File: src/rtl/oneshot_pkg.sv
package oneshot_pkg;

    typedef enum logic {
        ST_IDLE = 1'b0,
        ST_RUN  = 1'b1
    } ost_state_e;

endpackage

File: src/rtl/ost_ctrl.sv
module ost_ctrl
    import oneshot_pkg::*;
(
    input  logic clk,
    input  logic rst_n,
    input  logic run_set,
    input  logic run_clr,
    input  logic end_hit,
    output logic running,
    output logic start,
    output logic cycle_start
);

    ost_state_e state_q;
    ost_state_e state_d;
    logic       start_d;
    logic       cs_q;

    // next-state logic
    always_comb begin
        state_d = state_q;
        start_d = 1'b0;
        unique case (state_q)
            ST_IDLE: begin
                if (run_set) begin            // START
                    state_d = ST_RUN;
                    start_d = 1'b1;
                end
            end
            ST_RUN: begin
                if (run_set && end_hit) begin // RESTART
                    state_d = ST_RUN;
                    start_d = 1'b1;
                end else if (run_set) begin   // HOLD
                    state_d = ST_RUN;
                end else if (run_clr) begin   // ABORT
                    state_d = ST_IDLE;
                end else if (end_hit) begin   // EXPIRE
                    state_d = ST_IDLE;
                end
            end
            default: state_d = ST_IDLE;
        endcase
    end

    // state register
    always_ff @(posedge clk or negedge rst_n) begin
        if (!rst_n) begin
            state_q <= ST_IDLE;
            cs_q    <= 1'b0;
        end else begin
            state_q <= state_d;
            cs_q    <= start_d;
        end
    end

    // outputs
    always_comb begin
        running     = (state_q == ST_RUN);
        start       = start_d;
        cycle_start = cs_q;
    end

endmodule

File: src/rtl/ost_counter.sv
module ost_counter #(
    parameter int W = 16
) (
    input  logic         clk,
    input  logic         rst_n,
    input  logic         tick,
    input  logic         running,
    input  logic         wr,
    input  logic [W-1:0] wdata,
    input  logic [W-1:0] per_sh,
    output logic [W-1:0] count,
    output logic         end_hit
);

    localparam logic [W-1:0] ONE = W'(1);

    logic [W-1:0] cnt_q;

    always_comb begin
        end_hit = running && tick && !wr && (cnt_q == per_sh);
        count   = cnt_q;
    end

    always_ff @(posedge clk or negedge rst_n) begin
        if (!rst_n) begin
            cnt_q <= '0;
        end else if (wr) begin
            cnt_q <= wdata;
        end else if (end_hit) begin
            cnt_q <= '0;
        end else if (running && tick) begin
            cnt_q <= cnt_q + ONE;
        end
    end

endmodule

File: src/rtl/ost_shadow.sv
module ost_shadow #(
    parameter int          W   = 16,
    parameter logic [W-1:0] RST = '0
) (
    input  logic         clk,
    input  logic         rst_n,
    input  logic         wr,
    input  logic [W-1:0] wdata,
    input  logic         running,
    input  logic         start,
    output logic [W-1:0] sh
);

    logic [W-1:0] reg_q;
    logic [W-1:0] sh_q;
    logic [W-1:0] src;

    always_comb begin
        src = wr ? wdata : reg_q;
        sh  = sh_q;
    end

    always_ff @(posedge clk or negedge rst_n) begin
        if (!rst_n) begin
            reg_q <= RST;
            sh_q  <= RST;
        end else begin
            if (wr) begin
                reg_q <= wdata;
            end
            if (start || (wr && !running)) begin
                sh_q <= src;
            end
        end
    end

endmodule

File: src/rtl/oneshot_timer.sv
module oneshot_timer #(
    parameter int W = 16
) (
    input  logic         clk,
    input  logic         rst_n,
    input  logic         tick,
    input  logic         cnt_wr,
    input  logic [W-1:0] cnt_wdata,
    input  logic         per_wr,
    input  logic [W-1:0] per_wdata,
    input  logic         wid_wr,
    input  logic [W-1:0] wid_wdata,
    input  logic         run_set,
    input  logic         run_clr,
    output logic         pulse_o,
    output logic         running_o,
    output logic         cycle_start_o,
    output logic [W-1:0] count_o
);

    localparam logic [W-1:0] PER_RST = '0;
    localparam logic [W-1:0] WID_RST = '1;

    logic         running;
    logic         start;
    logic         end_hit;
    logic         cycle_start;
    logic [W-1:0] count;
    logic [W-1:0] per_sh;
    logic [W-1:0] wid_sh;

    ost_ctrl u_ctrl (
        .clk         (clk),
        .rst_n       (rst_n),
        .run_set     (run_set),
        .run_clr     (run_clr),
        .end_hit     (end_hit),
        .running     (running),
        .start       (start),
        .cycle_start (cycle_start)
    );

    ost_counter #(.W(W)) u_cnt (
        .clk     (clk),
        .rst_n   (rst_n),
        .tick    (tick),
        .running (running),
        .wr      (cnt_wr),
        .wdata   (cnt_wdata),
        .per_sh  (per_sh),
        .count   (count),
        .end_hit (end_hit)
    );

    ost_shadow #(.W(W), .RST(PER_RST)) u_per (
        .clk     (clk),
        .rst_n   (rst_n),
        .wr      (per_wr),
        .wdata   (per_wdata),
        .running (running),
        .start   (start),
        .sh      (per_sh)
    );

    ost_shadow #(.W(W), .RST(WID_RST)) u_wid (
        .clk     (clk),
        .rst_n   (rst_n),
        .wr      (wid_wr),
        .wdata   (wid_wdata),
        .running (running),
        .start   (start),
        .sh      (wid_sh)
    );

    always_comb begin
        pulse_o       = (count >= wid_sh);
        running_o     = running;
        cycle_start_o = cycle_start;
        count_o       = count;
    end

endmodule

File: config.mk
export PLATFORM = sky130hd
export DESIGN_NAME = oneshot_timer
export DESIGN_NICKNAME = d
export VERILOG_FILES = /design/src/rtl/oneshot_pkg.sv /design/src/rtl/ost_ctrl.sv /design/src/rtl/ost_counter.sv /design/src/rtl/ost_shadow.sv /design/src/rtl/oneshot_timer.sv
export SDC_FILE = /design/constraint.sdc
export NUM_CORES = 1
export LEC_CHECK = 0
export ABC_AREA = 1
export BUFFER_PORTS_ARGS = -buffer_cell sky130_fd_sc_hd__buf_2
export CAP_MARGIN = 20
export CORE_ASPECT_RATIO = 1.4
export CORE_UTILIZATION = 60
export DETAILED_ROUTE_END_ITERATION = 12
export GPL_ROUTABILITY_DRIVEN = 0
export PLACE_DENSITY = 0.84
export RECOVER_POWER = 50
export SYNTH_ARGS = -nofsm -noshare
export SYNTH_HDL_FRONTEND = slang
export SYNTH_SLANG_ARGS = --single-unit
File: constraint.sdc
create_clock -name clk -period 4.09 [get_ports clk]
set_input_delay 0.2045 -clock clk [delete_from_list [all_inputs] [get_ports clk]]
set_output_delay 0.2045 -clock clk [all_outputs]
set_load 0.05 [all_outputs]
======== Word level (Yosys, flattened, before mapping) ========
Cells that the tools add are included.
cells by class
  $add $sub $neg .......................... 1
  $lt $le $gt $ge ......................... 1
  eq/ne operators ......................... 1
  multiplexer cells ....................... 13
  bitwise logic cells ..................... 1
  reductions and logical operators ........ 11
operators by type and width
  cell                     number
  $mux W16                 5
  $add A16 B1 Y16 const B  1
  $eq A16 B16 Y1           1
  $ge A16 B16 Y1           1
  $logic_and A1 B1 Y1      6
  $mux W1                  6
  $pmux W1 S2              2
  $reduce_bool A3 Y1       1
  $logic_not A1 Y1         2
  $logic_or A1 B1 Y1       2
  $not A1 Y1               1
word-level totals
  register bits after elaboration ......... 82
  input bits .............................. 56
  output and inout port bits .............. 19
  word-level logic and storage cells ...... 35

======== Longest topological paths before layout ========
Gate-level depths: netlist of run 1.
  depth in word-level cells ............... 8
  mapped depth ............................ 12
  gate-level depth less buffers ........... 11

======== By module ========
From an unflattened synthesis of run 1, not the netlist that was laid out.
unflattened totals
  cells, all modules ...................... 653
  area total of the unflattened synthesis .. 4863.4 um^2
by module, submodules not included
  module              instances  cells an instance  area an instance (um^2)  sequential area each (um^2)
  ost_counter         1          298                1632.8                   400.4
  ost_shadow (u_wid)  1          139                1388.8                   840.8
  ost_shadow (u_per)  1          139                1348.8                   800.8
  oneshot_timer       1          69                 417.9                    0.0
  ost_ctrl            1          8                  75.1                     50.0

======== Least setup slack after synthesis of run 1 ========
No wires, ideal clock.
  path kind ............................... register -> output
  start point ............................. reg u_cnt.cnt_q[0], in the netlist u_cnt.count[0]
  end point ............................... out pulse_o
  arrival time ............................ 1.792 ns
  required time ........................... 3.885 ns
  path slack .............................. 2.093 ns
  cell stages (with the launch flop) ...... 10
  buffers on the path ..................... 0
  path through ............................ dfrtp_1 inv_1 ha_1 inv_1 a21oi_1 o21ai_0 nand2_1 o211ai_1 nand2_1 nand3_1
on the way
  longest elaborated chain between the ends .. 1
ends and longest elaborated chain
  element                 line                 source
  from (decl)             ost_counter.sv:17    logic [W-1:0] cnt_q;
  from (signal assigned)  ost_counter.sv:28    cnt_q <= wdata;
  from (signal assigned)  ost_counter.sv:32    cnt_q <= cnt_q + ONE;
  $ge A16 B16 Y1          oneshot_timer.sv:76  pulse_o = (count >= wid_sh);
  to (decl)               oneshot_timer.sv:15  output logic pulse_o,
No other way between the ends.

======== Worst setup path in the final report of run 1 ========
  start point ............................. reg u_wid.sh_q[15], in the netlist u_wid.sh[15]
  end point ............................... out pulse_o
on the way
  longest elaborated chain between the ends .. 1
ends and longest elaborated chain
  element                 line                 source
  from (decl)             ost_shadow.sv:15     logic [W-1:0] sh_q;
  from (signal assigned)  ost_shadow.sv:32     sh_q <= src;
  $ge A16 B16 Y1          oneshot_timer.sv:76
No other way between the ends.

==> impl_results.md, run 1 <==
- Clk slew on worst S/H paths: 0.08 ns
- First-pass GRT wire length: 17100 um
- Max frequency: around 420 MHz
- Filler cell count in the final layout: 580
- Post-synthesis sequential area ratio: 46.9%
- Die width: 74.9 um
- CP Capture Type: primary output
- Final Cycle Share: 58.6%
- Commonest non-fill, non-tap cell in the layout: nand2_1
- Slew of the pin with the lowest slew margin: 1.79 ns
- Crit-path slowest cell: dfstp_2
- Vias per inst: between 5 and 6
- Max Cap Viol: 1
- Switch Pwr: 0.760 mW
- CP Max Fanout: 2
- DR vias: 3830
- WS Path Type: reg2out
- Post-synth cell types: 29
- Post-synthesis net count: roughly 600
- Post-Place Setup Slack: 2.09 ns
- Synth top area share: 28.0%
- Hold Vio Cnt, Final: 0
- H-tree lvl count: 3
- Yosys reg bits: 82
- Post-Syn Area per Cell: 8.42 um^2
- ANT cells: 0
- Failing checks: capacitance limit, slew limit
- Share of cells above drive strength 1: 27.3%
- Total grt overflow: 0
- Clk sink count: 82
- Max incr delay on CP: ~0.54 ns
- Die Ht: around 100 um
- Crit-path leading delay family: simple AND/OR/NAND/NOR gates
- Min Clock Period, post-route: 2.40 ns
- Initial antenna violation count: 0
- Yosys Warn Count: 0
- Final setup violating endpoints: 0
- Hold Path Class: in2reg
- Largest net degree at the start of global routing: 83
- Drt first-iter violations: between 200 and 300
- WL per Instance: 14.6 um
- Most used cell, CP: nand3_1
- Cell Pwr Density: approximately 430 nW/um^2
- Final Max Tran Viols: 76
- Post-detailed-route count of antenna-violating nets: 0
- Clock network fraction of design power: 24.7%
- IO Count: between 70 and 80
- Post-route cell area: a little over 5000 um^2
- Die area: 7790 um^2
- Dpl cell area: 4860 um^2
- Core box area: between 7000 and 8000 um^2
- Combinational cell fraction of total power: 26.1%
- Sequential share of power: 49.2%
- Status: complete, but fails checks
- PortBufs: between 70 and 80
- RSZ-0062 raised after global routing: no
- Number of setup buffers added after CTS: 0
- Clock Latency Late Sink: 0.36 ns
- Initial core utilization: 63.1%
- Sw Share: a little over a third
- Fin Clk Skew: 0.0141 ns
- Setup WS post-layout: about 1.7 ns
- DP HPWL: 7610 um
- Cell count after synthesis: 530
- Final Net Count: 676
- Post-CTS Resized: 0
- Launching element type of the critical path: flip-flop
- Crit path buf inv count: 3
- Peak supply drop: roughly 0.35 mV
- Most frequent cells in the layout: nand2_1 (180), buf_2 (73), inv_1 (50), dfrtp_1 (50), nand3_1 (49)
- Rel. slew slack: -19.4%
- Leak pwr: 2.62 nW
- Area Growth Syn to Fin: 12.9%
- Cell Int Power: 1.39 mW
- Sum Neg Setup Slack: 0 ns
- GRT Total Usage: roughly 29%
- # DRC: 0
- Clock root buffer: clkbuf_8
- Vias in the first global route: between 3000 and 4000
- CTS Hold Buffers Added: 0
- CP Cell Sequence: inv_1 -> ha_1 -> nand2_1 -> inv_1 -> nand3_1 -> nor3_1 -> nand3_1 -> nand3_1 -> buf_2
- Final WL: 10300 um
- Leading area contributor after synthesis: dfrtp_1
- TritonRoute pass-1 iters: 5
- Cell Rows: 36
- Post-Syn Area: 4460 um^2
- Required time of the worst setup path: 3.89 ns
- CTS tree: done
- Largest cells by area after synthesis: dfrtp_1 (28%), dfstp_2 (19%), nand2_1 (15%), mux2_2 (8.1%), nand3_1 (5.5%)
- Arr. time, crit path: between 2 and 2.5 ns
- Max Root-Sink Buffers: 2
- Cts bufs inserted: 9
[sequential cells by signal, indices dropped and copies added, names as in the netlist]
name	count
u_cnt.count	16
u_wid.reg_q	16
u_per.reg_q	16
u_ctrl.cycle_start	1
u_ctrl.running	1
u_per.sh	16
u_wid.sh	16
[metal layers]
layer  up-vias  global-route usage, %  share of wire [%]
met5         -                      0                  0
met4         0                   14.8                4.1
met3        43                   6.30                5.1
met2       143                   50.7                 53
met1      1810                   32.0                 38
li1       1834                      -                  -
[synthesized netlist by cell type]
cell / number
dfrtp_1: 50
xnor2_1: 1
buf_6: 5
mux2_2: 32
nor2_2: 3
o21ai_0: 18
nor3_1: 4
nand2_4: 1
o21bai_1: 6
nand3_1: 49
nand2_2: 1
inv_1: 50
nor2_1: 30
dfstp_2: 32
o211ai_1: 1
ha_1: 17
inv_2: 9
nand2_1: 180
buf_4: 1
nand4_1: 3
nor3_2: 1
a21oi_1: 11
nand3b_1: 1
clkbuf_1: 4
buf_2: 4
nand4_2: 1
o21ai_1: 1
xor2_1: 10
nand3_2: 4
[per-stage QoR]
step	utilization [%]	hold WS (ns)	power, mW	std cells
after floorplan	-	-0.0911	1.46	530
after detailed placement	68.7	0.402	1.63	685
after global routing	71.2	0.0327	2.27	703
final	71.2	0.0257	2.15	703
after CTS	71.1	0.0161	2.15	701
after global placement	68.7	0.402	1.60	685
[worst register-to-register path: cells and delay by family, from the launching register on]
| kind | cells | cell delay [ns] |
|---|---|---|
| DFF | 1 | 0.56 |
| buffers and inverters | 1 | 0.10 |
| AOI/OAI and AO/OA | 1 | 0.08 |
| and+or+nand+nor | 9 | 1.09 |
[final timing paths]
| path | slack [ns] | cells after the start | endpoint | from |
|---|---|---|---|---|
| max | 1.69 | 9 | pulse_o | u_wid.sh[15]$_DFFE_PN1P_ |
| min | 0.03 | 2 | u_ctrl.running$_DFF_PN0_ | run_clr |
| max reg2reg | 2.14 | 11 | u_per.sh[5]$_DFFE_PN0P_ | u_cnt.count[9]$_DFFE_PN0P_ |
| min reg2reg | 0.48 | 2 | u_wid.sh[15]$_DFFE_PN1P_ | u_wid.sh[15]$_DFFE_PN1P_ |
| max in group asynchronous | 1.73 | 3 | u_per.reg_q[11]$_DFF_PN0_ | rst_n |
| min in group asynchronous | 0.28 | 2 | u_cnt.count[3]$_DFFE_PN0P_ | rst_n |
[area by class of cell]
| type | count | area [um^2] | share of cell area [%] |
|---|---|---|---|
| sequential | 82 | 2090 | 41.5 |
| multi-input combinational | 375 | 2050 | 40.7 |
| timing repair buffer | 76 | 384 | 7.62 |
| inverter | 59 | 221 | 4.40 |
| clock buffer | 11 | 141 | 2.81 |
| tap | 95 | 119 | 2.36 |
| clock inverter | 5 | 30.0 | 0.596 |
[power by group through the flow]
stage / sequential [mW] / clock [mW] / combinational (mW)
2_1_floorplan: 1.10 / 0 / 0.362
3_3_place_gp: 1.06 / 0 / 0.537
3_5_place_dp: 1.07 / 0 / 0.559
4_1_cts: 1.05 / 0.536 / 0.563
5_1_grt: 1.07 / 0.570 / 0.638
6_report: 1.06 / 0.530 / 0.561
[cells by family after synthesis]
kind of cell               synth area share, %
and+or+nand+nor                           26.4
DFF                                       46.9
buffers and inverters                     7.18
AOI/OAI and AO/OA                         4.54
muxes                                     8.07
adders and majority gates                 4.77
xor gates and xnor gates                  2.16
Note: power is estimated with default switching activity, not from simulation.
==> run 2: changes to the inputs <==
ABC_AREA = 0   (was 1)
CORE_UTILIZATION = 50   (was 60)
PLACE_DENSITY = 0.76   (was 0.84)
clock period = 2.2 ns   (was 4.09 ns; I/O delays follow)
==> impl_results.md, run 2 <==
- TritonRoute pass-1 iters: 4 (was 5)
- Die width: 79.2 um (was 74.9 um)
- Largest net degree at the start of global routing: 58 (was 83)
- # DRC: 0 (unchanged)
- RSZ-0062 raised after global routing: yes (was no)
- DR vias: 2963 (was 3830)
- Final Max Tran Viols: 0 (was 76)
- Area occupied by multi-input gates: 1970 um^2 (was 2050 um^2)
- Top Usage Layer GRT: met2 (unchanged)
- Max frequency: 406 MHz
- Rel. slew slack: 9.65% (was -19.4%)
- Leading area contributor after synthesis: dfrtp_1 (unchanged)
- DP HPWL: 6850 um (was 7610 um)
- Most used cell, CP: a21o_1 (was nand3_1)
- Met1 usage: 25.5% (was 32.0%)
- CP Max Fanout: 2 (unchanged)
- Clock Latency Late Sink: 0.34 ns (was 0.36 ns)
- Final setup violating endpoints: 1 (was 0)
- Failing checks: setup timing (was capacitance limit, slew limit)
- Vias in the first global route: 3114 (was 3867)
- Sequential standard cell area: 2110 um^2 (was 2090 um^2)
- Post-Syn Area: 4170 um^2 (was 4460 um^2)
- Status: complete, but fails checks (unchanged)
- CTS tree: done (unchanged)
- Total grt overflow: 0 (unchanged)
- Most common cell in the synthesized netlist: dfrtp_1 (was nand2_1)
- CP Cell Sequence: inv_2 -> ha_4 -> a21o_1 -> a21o_1 -> a221o_1 -> a221oi_2 -> o21ai_1 -> buf_6 (was inv_1 -> ha_1 -> nand2_1 -> inv_1 -> nand3_1 -> nor3_1 -> nand3_1 -> nand3_1 -> buf_2)
- Post-synth cell types: 35 (was 29)
- Clk slew on worst S/H paths: 0.06 ns (was 0.08 ns)
- Met2 Use GR: 41.7% (was 50.7%)
- Most frequent cells in the layout: buf_2 (70), dfrtp_1 (37), dfstp_2 (32), mux2_2 (30), nand2_1 (23) (was nand2_1 (180), buf_2 (73), inv_1 (50), dfrtp_1 (50), nand3_1 (49))
- Core box area: 8100 um^2 (was 7070 um^2)
- Max Root-Sink Buffers: 2 (unchanged)
- Required time of the worst setup path: 2.09 ns (was 3.89 ns)
- Hold Path Class: in2reg (unchanged)
- Vias per inst: 5.40 (was 5.45)
- Clk sink count: 82 (unchanged)
- Final Net Count: 515 (was 676)
- Slew of the pin with the lowest slew margin: 1.36 ns (was 1.79 ns)
- Largest cells by area after synthesis: dfrtp_1 (30%), dfstp_2 (20%), mux2_2 (12%), mux2_4 (7.2%), ha_1 (5.1%) (was dfrtp_1 (28%), dfstp_2 (19%), nand2_1 (15%), mux2_2 (8.1%), nand3_1 (5.5%))
- Cell Rows: 39 (was 36)
- Launching element type of the critical path: flip-flop (unchanged)
- Peak supply drop: 0.511 mV (was 0.349 mV)
- Cell count after synthesis: 330 (was 530)
- IO Count: 75 (unchanged)
- Crit-path slowest cell: dfstp_2 (unchanged)
- Share of cells above drive strength 1: 49.2% (was 27.3%)
- Leak pwr: 2.43 nW (was 2.62 nW)
- Max Cap Viol: 0 (was 1)
- Commonest non-fill, non-tap cell in the layout: buf_2 (was nand2_1)
- Cell Pwr Density: 872 nW/um^2 (was 426 nW/um^2)
- Filler cell count in the final layout: 627 (was 580)
- Yosys Warn Count: 0 (unchanged)
- WHS: 0.00647 ns (was 0.0257 ns)
- Initial antenna violation count: 0 (unchanged)
- Post-synth EDFFs: 0 (unchanged)
- ANT cells: 0 (unchanged)
- Initial core utilization: 51.5% (was 63.1%)
- Min Clock Period, post-route: 2.46 ns
- Post-synthesis net count: 403 (was 603)
- Met3 Use GR: 4.44% (was 6.30%)
- Post-Place Setup Slack: -0.115 ns (was 2.09 ns)
- Die area: 8720 um^2 (was 7790 um^2)
- Arr. time, crit path: 2.35 ns (was 2.19 ns)
- Yosys reg bits: 82 (unchanged)
- PortBufs: 74 (unchanged)
- Post-Syn Area per Cell: 12.6 um^2 (was 8.42 um^2)
- CP Capture Type: primary output (unchanged)
- WL per Instance: 17.1 um (was 14.6 um)
- Max incr delay on CP: 0.55 ns (was 0.54 ns)
- Setup WS post-layout: -0.263 ns (was 1.69 ns)
- First-pass GRT wire length: 14800 um (was 17100 um)
- Asr flop ratio synth: 100% (unchanged)
- Clock root buffer: clkbuf_16 (was clkbuf_8)
- H-tree lvl count: 3 (unchanged)
- WS Path Type: reg2out (unchanged)
- Fin Clk Skew: 0.00416 ns (was 0.0141 ns)
- Synth top area share: 30.0% (was 28.0%)
- Commonest cells in the netlist: dfrtp_1 (50), mux2_2 (44), dfstp_2 (32) (was nand2_1 (180), dfrtp_1 (50), inv_1 (50))
- Post-synthesis sequential area ratio: 50.1% (was 46.9%)
- Area Growth Syn to Fin: 27.5% (was 12.9%)
- Drt first-iter violations: 131 (was 279)
- Most used DFF post-synth: dfrtp_1 (unchanged)
- Cts bufs inserted: 9 (unchanged)
- Final WL: 9390 um (was 10300 um)
- Hold Vio Cnt, Final: 0 (unchanged)
- Final Cycle Share: 112%
- Post-detailed-route count of antenna-violating nets: 0 (unchanged)
- Die Ht: 110 um (was 104 um)
- GRT Total Usage: 23.4% (was 29.1%)
run 2: changes by cell type in the layout (fill, tap and decap cells not counted), moves of 10 or more:
| cell | before | now |
|---|---|---|
| buf_4 | 0 | 21 |
| clkbuf_16 | 0 | 10 |
| dfrtp_1 | 50 | 37 |
| dfrtp_2 | 0 | 13 |
| dlygate4sd3_1 | 1 | 12 |
| inv_1 | 50 | 18 |
| mux2_4 | 0 | 20 |
| nand2_1 | 180 | 23 |
| nand3_1 | 49 | 7 |
| nor2_1 | 30 | 13 |
| o21ai_0 | 18 | 2 |
| o31ai_1 | 0 | 16 |
| xor2_1 | 10 | 22 |
run 2: per-stage QoR:
stage	setup TNS, ns	area (um^2)	utilization (%)	total power [mW]	cells
after global routing	-0.497	5320	65.6	4.85	549
after detailed placement	-0.115	4820	59.6	3.09	519
final	-0.263	5320	65.6	4.64	549
after CTS	-0.258	5280	65.1	4.66	547
after global placement	0	4820	59.6	3.03	519
after floorplan	-1.52	4210	-	2.73	330
run 2: area by class of cell:
class | instances | area share, %
clock inverters | 5 | 0.988
repair buffers | 113 | 13.8
inverters | 19 | 1.34
well taps | 102 | 2.40
multi-input cells | 217 | 37.1
flip-flops and latches | 82 | 39.6
clock buffers | 11 | 4.75
run 2: worst paths after layout:
| check | depth (start not counted) | from | end | slack (ns) |
|---|---|---|---|---|
| max | 8 | u_wid.sh[9]$_DFFE_PN1P_ | pulse_o | -0.26 |
| min | 3 | cnt_wdata[15] | u_cnt.count[15]$_DFFE_PN0P_ | 0.006 |
| min in group asynchronous | 2 | rst_n | u_per.reg_q[14]$_DFF_PN0_ | 0.61 |
| max reg2reg | 8 | u_cnt.count[9]$_DFFE_PN0P_ | u_per.sh[2]$_DFFE_PN0P_ | 0.07 |
| min reg2reg | 1 | u_per.reg_q[6]$_DFF_PN0_ | u_per.reg_q[6]$_DFF_PN0_ | 0.49 |
| max in group asynchronous | 3 | rst_n | u_wid.sh[0]$_DFFE_PN1P_ | 0.62 |
run 2: timing repair:
item                                   in CTS  in global routing
resized for setup                           6                  4
setup endpoints to repair                   1                 33
gates cloned                                0                  1
pin swaps                                   4                  3
endpoints found under the hold margin      61                  0
buffers inserted                            0                  1
hold buffers                               12                  0
run 2: where the power goes:
group | internal, mW | total, mW | switching, mW | leakage (nW)
Clock | 0.934 | 1.51 | 0.578 | 0.153
Combinational | 0.550 | 1.17 | 0.623 | 1.36
Sequential | 1.81 | 1.95 | 0.142 | 0.916
run 2: kinds of logic (layout without fill, tap and decap cells):
kind of cell             Yosys count  count (layout)  synth area share [%]
AND/OR/NAND/NOR                   67              67                  8.52
adder cells (fa/ha/maj)           17              17                  5.10
XOR/XNOR                          30              30                  6.30
AO/OA/AOI/OAI                     39              39                  7.44
multiplexers                      64              64                  19.1
flip-flops                        82              82                  50.2
buffers and inverters             31             148                  3.42
run 2: layer usage:
| metal | routed length [um] | share of wire (%) |
|---|---|---|
| met4 | 366 | 3.9 |
| met1 | 3690 | 39 |
| met2 | 4900 | 52 |
| met3 | 432 | 4.6 |
| met5 | 0 | 0 |
run 2: worst max-delay path, delay by kind of cell, from the launching register on:
kind                     cells  cell delay [ns]
AO/OA/AOI/OAI                5             1.05
adder cells (fa/ha/maj)      1             0.21
buffers and inverters        2             0.22
flip-flops                   1             0.55
==> run 3: changes to the inputs <==
CAP_MARGIN = not set   (was 20)
TNS_END_PERCENT = 10   (was not set)
==> impl_results.md, run 3 (same netlist as run 2, synthesis figures left out) <==
- R2R cell count: 7 (was 8)
- Initial antenna violation count: 0 (unchanged)
- Dpl cell area: 4820 um^2 (about the same)
- Drt first-iter violations: 103 (was 131)
- CP Capture Type: primary output (unchanged)
- Max frequency: 410 MHz (was 406 MHz)
- Final core occ: 64.6% (was 65.6%)
- Critical register-to-register path startpoint: u_cnt.count[9]$_DFFE_PN0P_ (unchanged)
- First-pass GRT wire length: 14200 um (was 14800 um)
- Core box area: 8100 um^2 (unchanged)
- Post-Place Setup Slack: -0.0299 ns (was -0.115 ns)
- Cell Pwr Density: 877 nW/um^2 (was 872 nW/um^2)
- Hold Vio Cnt, Final: 0 (unchanged)
- Launching element type of the critical path: flip-flop (unchanged)
- Vias per inst: 5.37 (was 5.40)
- Worst hold path depth: 3 (unchanged)
- # DRC: 0 (unchanged)
- Total grt overflow: 0 (unchanged)
- Peak supply drop: 0.531 mV (was 0.511 mV)
- Total Power: 4.59 mW (was 4.64 mW)
- Commonest non-fill, non-tap cell in the layout: buf_2 (unchanged)
- Rel. slew slack: 18.9% (was 9.65%)
- Final setup violating endpoints: 1 (unchanged)
- Fin Clk Skew: 0.00559 ns (was 0.00416 ns)
- Setup WS post-layout: -0.241 ns (was -0.263 ns)
- Final WL: 8830 um (was 9390 um)
- Final Net Count: 507 (was 515)
- Clock Latency Late Sink: 0.34 ns (about the same)
- Endpoint, Worst Hold: u_cnt.count[2]$_DFFE_PN0P_ (was u_cnt.count[15]$_DFFE_PN0P_)
- Leak pwr: 2.39 nW (was 2.43 nW)
- Max Cap Viol: 0 (unchanged)
- Share of cells above drive strength 1: 50.8% (was 49.2%)
- CTS tree: done (unchanged)
- Min-delay src: cnt_wdata[2] (was cnt_wdata[15])
- DR vias: 2905 (was 2963)
- Initial core utilization: 51.5% (unchanged)
- Area Growth Syn to Fin: 25.4% (was 27.5%)
- Die width: 79.2 um (unchanged)
- Sum Neg Setup Slack: -0.241 ns (was -0.263 ns)
- IO Count: 75 (unchanged)
- Vias in the first global route: 3003 (was 3114)
- Final Cycle Share: 111% (was 112%)
- Required time of the worst setup path: 2.09 ns (about the same)
- Crit path buf inv count: 2 (unchanged)
- Most frequent cells in the layout: buf_2 (71), dfrtp_1 (37), mux2_2 (34), dfstp_2 (32), nand2_1 (23) (was buf_2 (70), dfrtp_1 (37), dfstp_2 (32), mux2_2 (30), nand2_1 (23))
- WS Path Type: reg2out (unchanged)
- Clk sink count: 82 (unchanged)
- Number of setup buffers added after CTS: 0 (unchanged)
- Status: complete, but fails checks (unchanged)
- Largest net degree at the start of global routing: 53 (was 58)
- GRT Total Usage: 22.3% (was 23.4%)
- Hold Path Class: in2reg (unchanged)
- WL per Instance: 16.3 um (was 17.1 um)
- Max incr delay on CP: 0.53 ns (was 0.55 ns)
- ANT cells: 0 (unchanged)
- Max Root-Sink Buffers: 2 (unchanged)
- Final Max Tran Viols: 0 (unchanged)
- CP Max Fanout: 2 (unchanged)
- Post-route cell area: 5230 um^2 (was 5320 um^2)
- Cells after DPL: 517 (was 519)
- Crit-path leading delay family: compound AO/OA/AOI/OAI gates (unchanged)
- CP Cell Sequence: inv_2 -> ha_4 -> a21o_1 -> a21o_1 -> a221o_1 -> a221oi_2 -> o21ai_1 -> buf_6 (unchanged)
- Most used cell, CP: a21o_1 (unchanged)
- Clk slew on worst S/H paths: 0.06 ns (about the same)
- WHS: 0.00967 ns (was 0.00647 ns)
- Register-to-Register Setup Slack: 0.08 ns (was 0.07 ns)
- Slew of the pin with the lowest slew margin: 1.22 ns (was 1.36 ns)
- PortBufs: 74 (unchanged)
- Cell Rows: 39 (unchanged)
- Cts bufs inserted: 9 (unchanged)
- Arr. time, crit path: 2.33 ns (was 2.35 ns)
- Final cell count without fillers: 541 (was 549)
- FF-to-FF End: u_wid.sh[5]$_DFFE_PN1P_ (was u_per.sh[2]$_DFFE_PN0P_)
- Clock root buffer: clkbuf_16 (unchanged)
- DP HPWL: 6550 um (was 6850 um)
- TritonRoute pass-1 iters: 5 (was 4)
- Die Ht: 110 um (unchanged)
- Die area: 8720 um^2 (unchanged)
- Min Clock Period, post-route: 2.44 ns (was 2.46 ns)
- H-tree lvl count: 3 (unchanged)
- Post-detailed-route count of antenna-violating nets: 0 (unchanged)
- Failing checks: setup timing (unchanged)
- Crit-path slowest cell: dfstp_2 (unchanged)
- RSZ-0062 raised after global routing: yes (unchanged)
[run 3: changes by cell type in the layout (fill, tap and decap cells not counted), moves of 3 or more]
cell,change
dlygate4sd3_1,-4
mux2_1,-4
buf_6,-3
mux2_2,+4
[run 3: layout make-up]
type | instances | area, um^2
Timing Repair Buffer | 105 | 651
Inverter | 19 | 71.3
Clock buffer | 11 | 243
Sequential cell | 82 | 2110
Clock inverter | 5 | 53.8
Multi-Input combinational cell | 217 | 1980
Fill cell | 648 | 2870
Tap cell | 102 | 128
[run 3: where the power goes]
group	switching, mW	internal (mW)
Combinational	0.619	0.542
Clock	0.569	0.905
Sequential	0.140	1.81
[run 3: how the worst max path moves through the flow]
stage	start	to	depth (start not counted)
2_1_floorplan	u_cnt.count[2]$_DFFE_PN0P_	u_per.sh[10]$_DFFE_PN0P_	7
3_3_place_gp	u_wid.sh[9]$_DFFE_PN1P_	pulse_o	8
3_5_place_dp	u_wid.sh[9]$_DFFE_PN1P_	pulse_o	8
4_1_cts	u_wid.sh[9]$_DFFE_PN1P_	pulse_o	8
5_1_grt	u_wid.sh[9]$_DFFE_PN1P_	pulse_o	8
6_report	u_wid.sh[9]$_DFFE_PN1P_	pulse_o	8
[run 3: per-layer routing]
layer | up-vias | share of wire, % | track usage (%)
li1 | 1373 | - | -
met1 | 1429 | 40 | 25.5
met2 | 77 | 52 | 37.6
met3 | 26 | 4.7 | 4.86
met4 | 0 | 3.5 | 14.9
met5 | - | 0 | 0
[run 3: worst register-to-register path: cells and delay by family (launching register included)]
family | cells | cell delay [ns]
xor gates and xnor gates | 1 | 0.17
AOI/OAI and AO/OA | 1 | 0.32
and+or+nand+nor | 2 | 0.40
buffers and inverters | 2 | 0.37
muxes | 1 | 0.35
DFF | 1 | 0.42
[run 3: timing repair]
action | in CTS | in global routing
endpoints found under the setup margin | 1 | 21
hold endpoints to repair | 57 | 0
hold buffers | 8 | 0
pin swaps | 6 | 3
resized for setup | 5 | 4
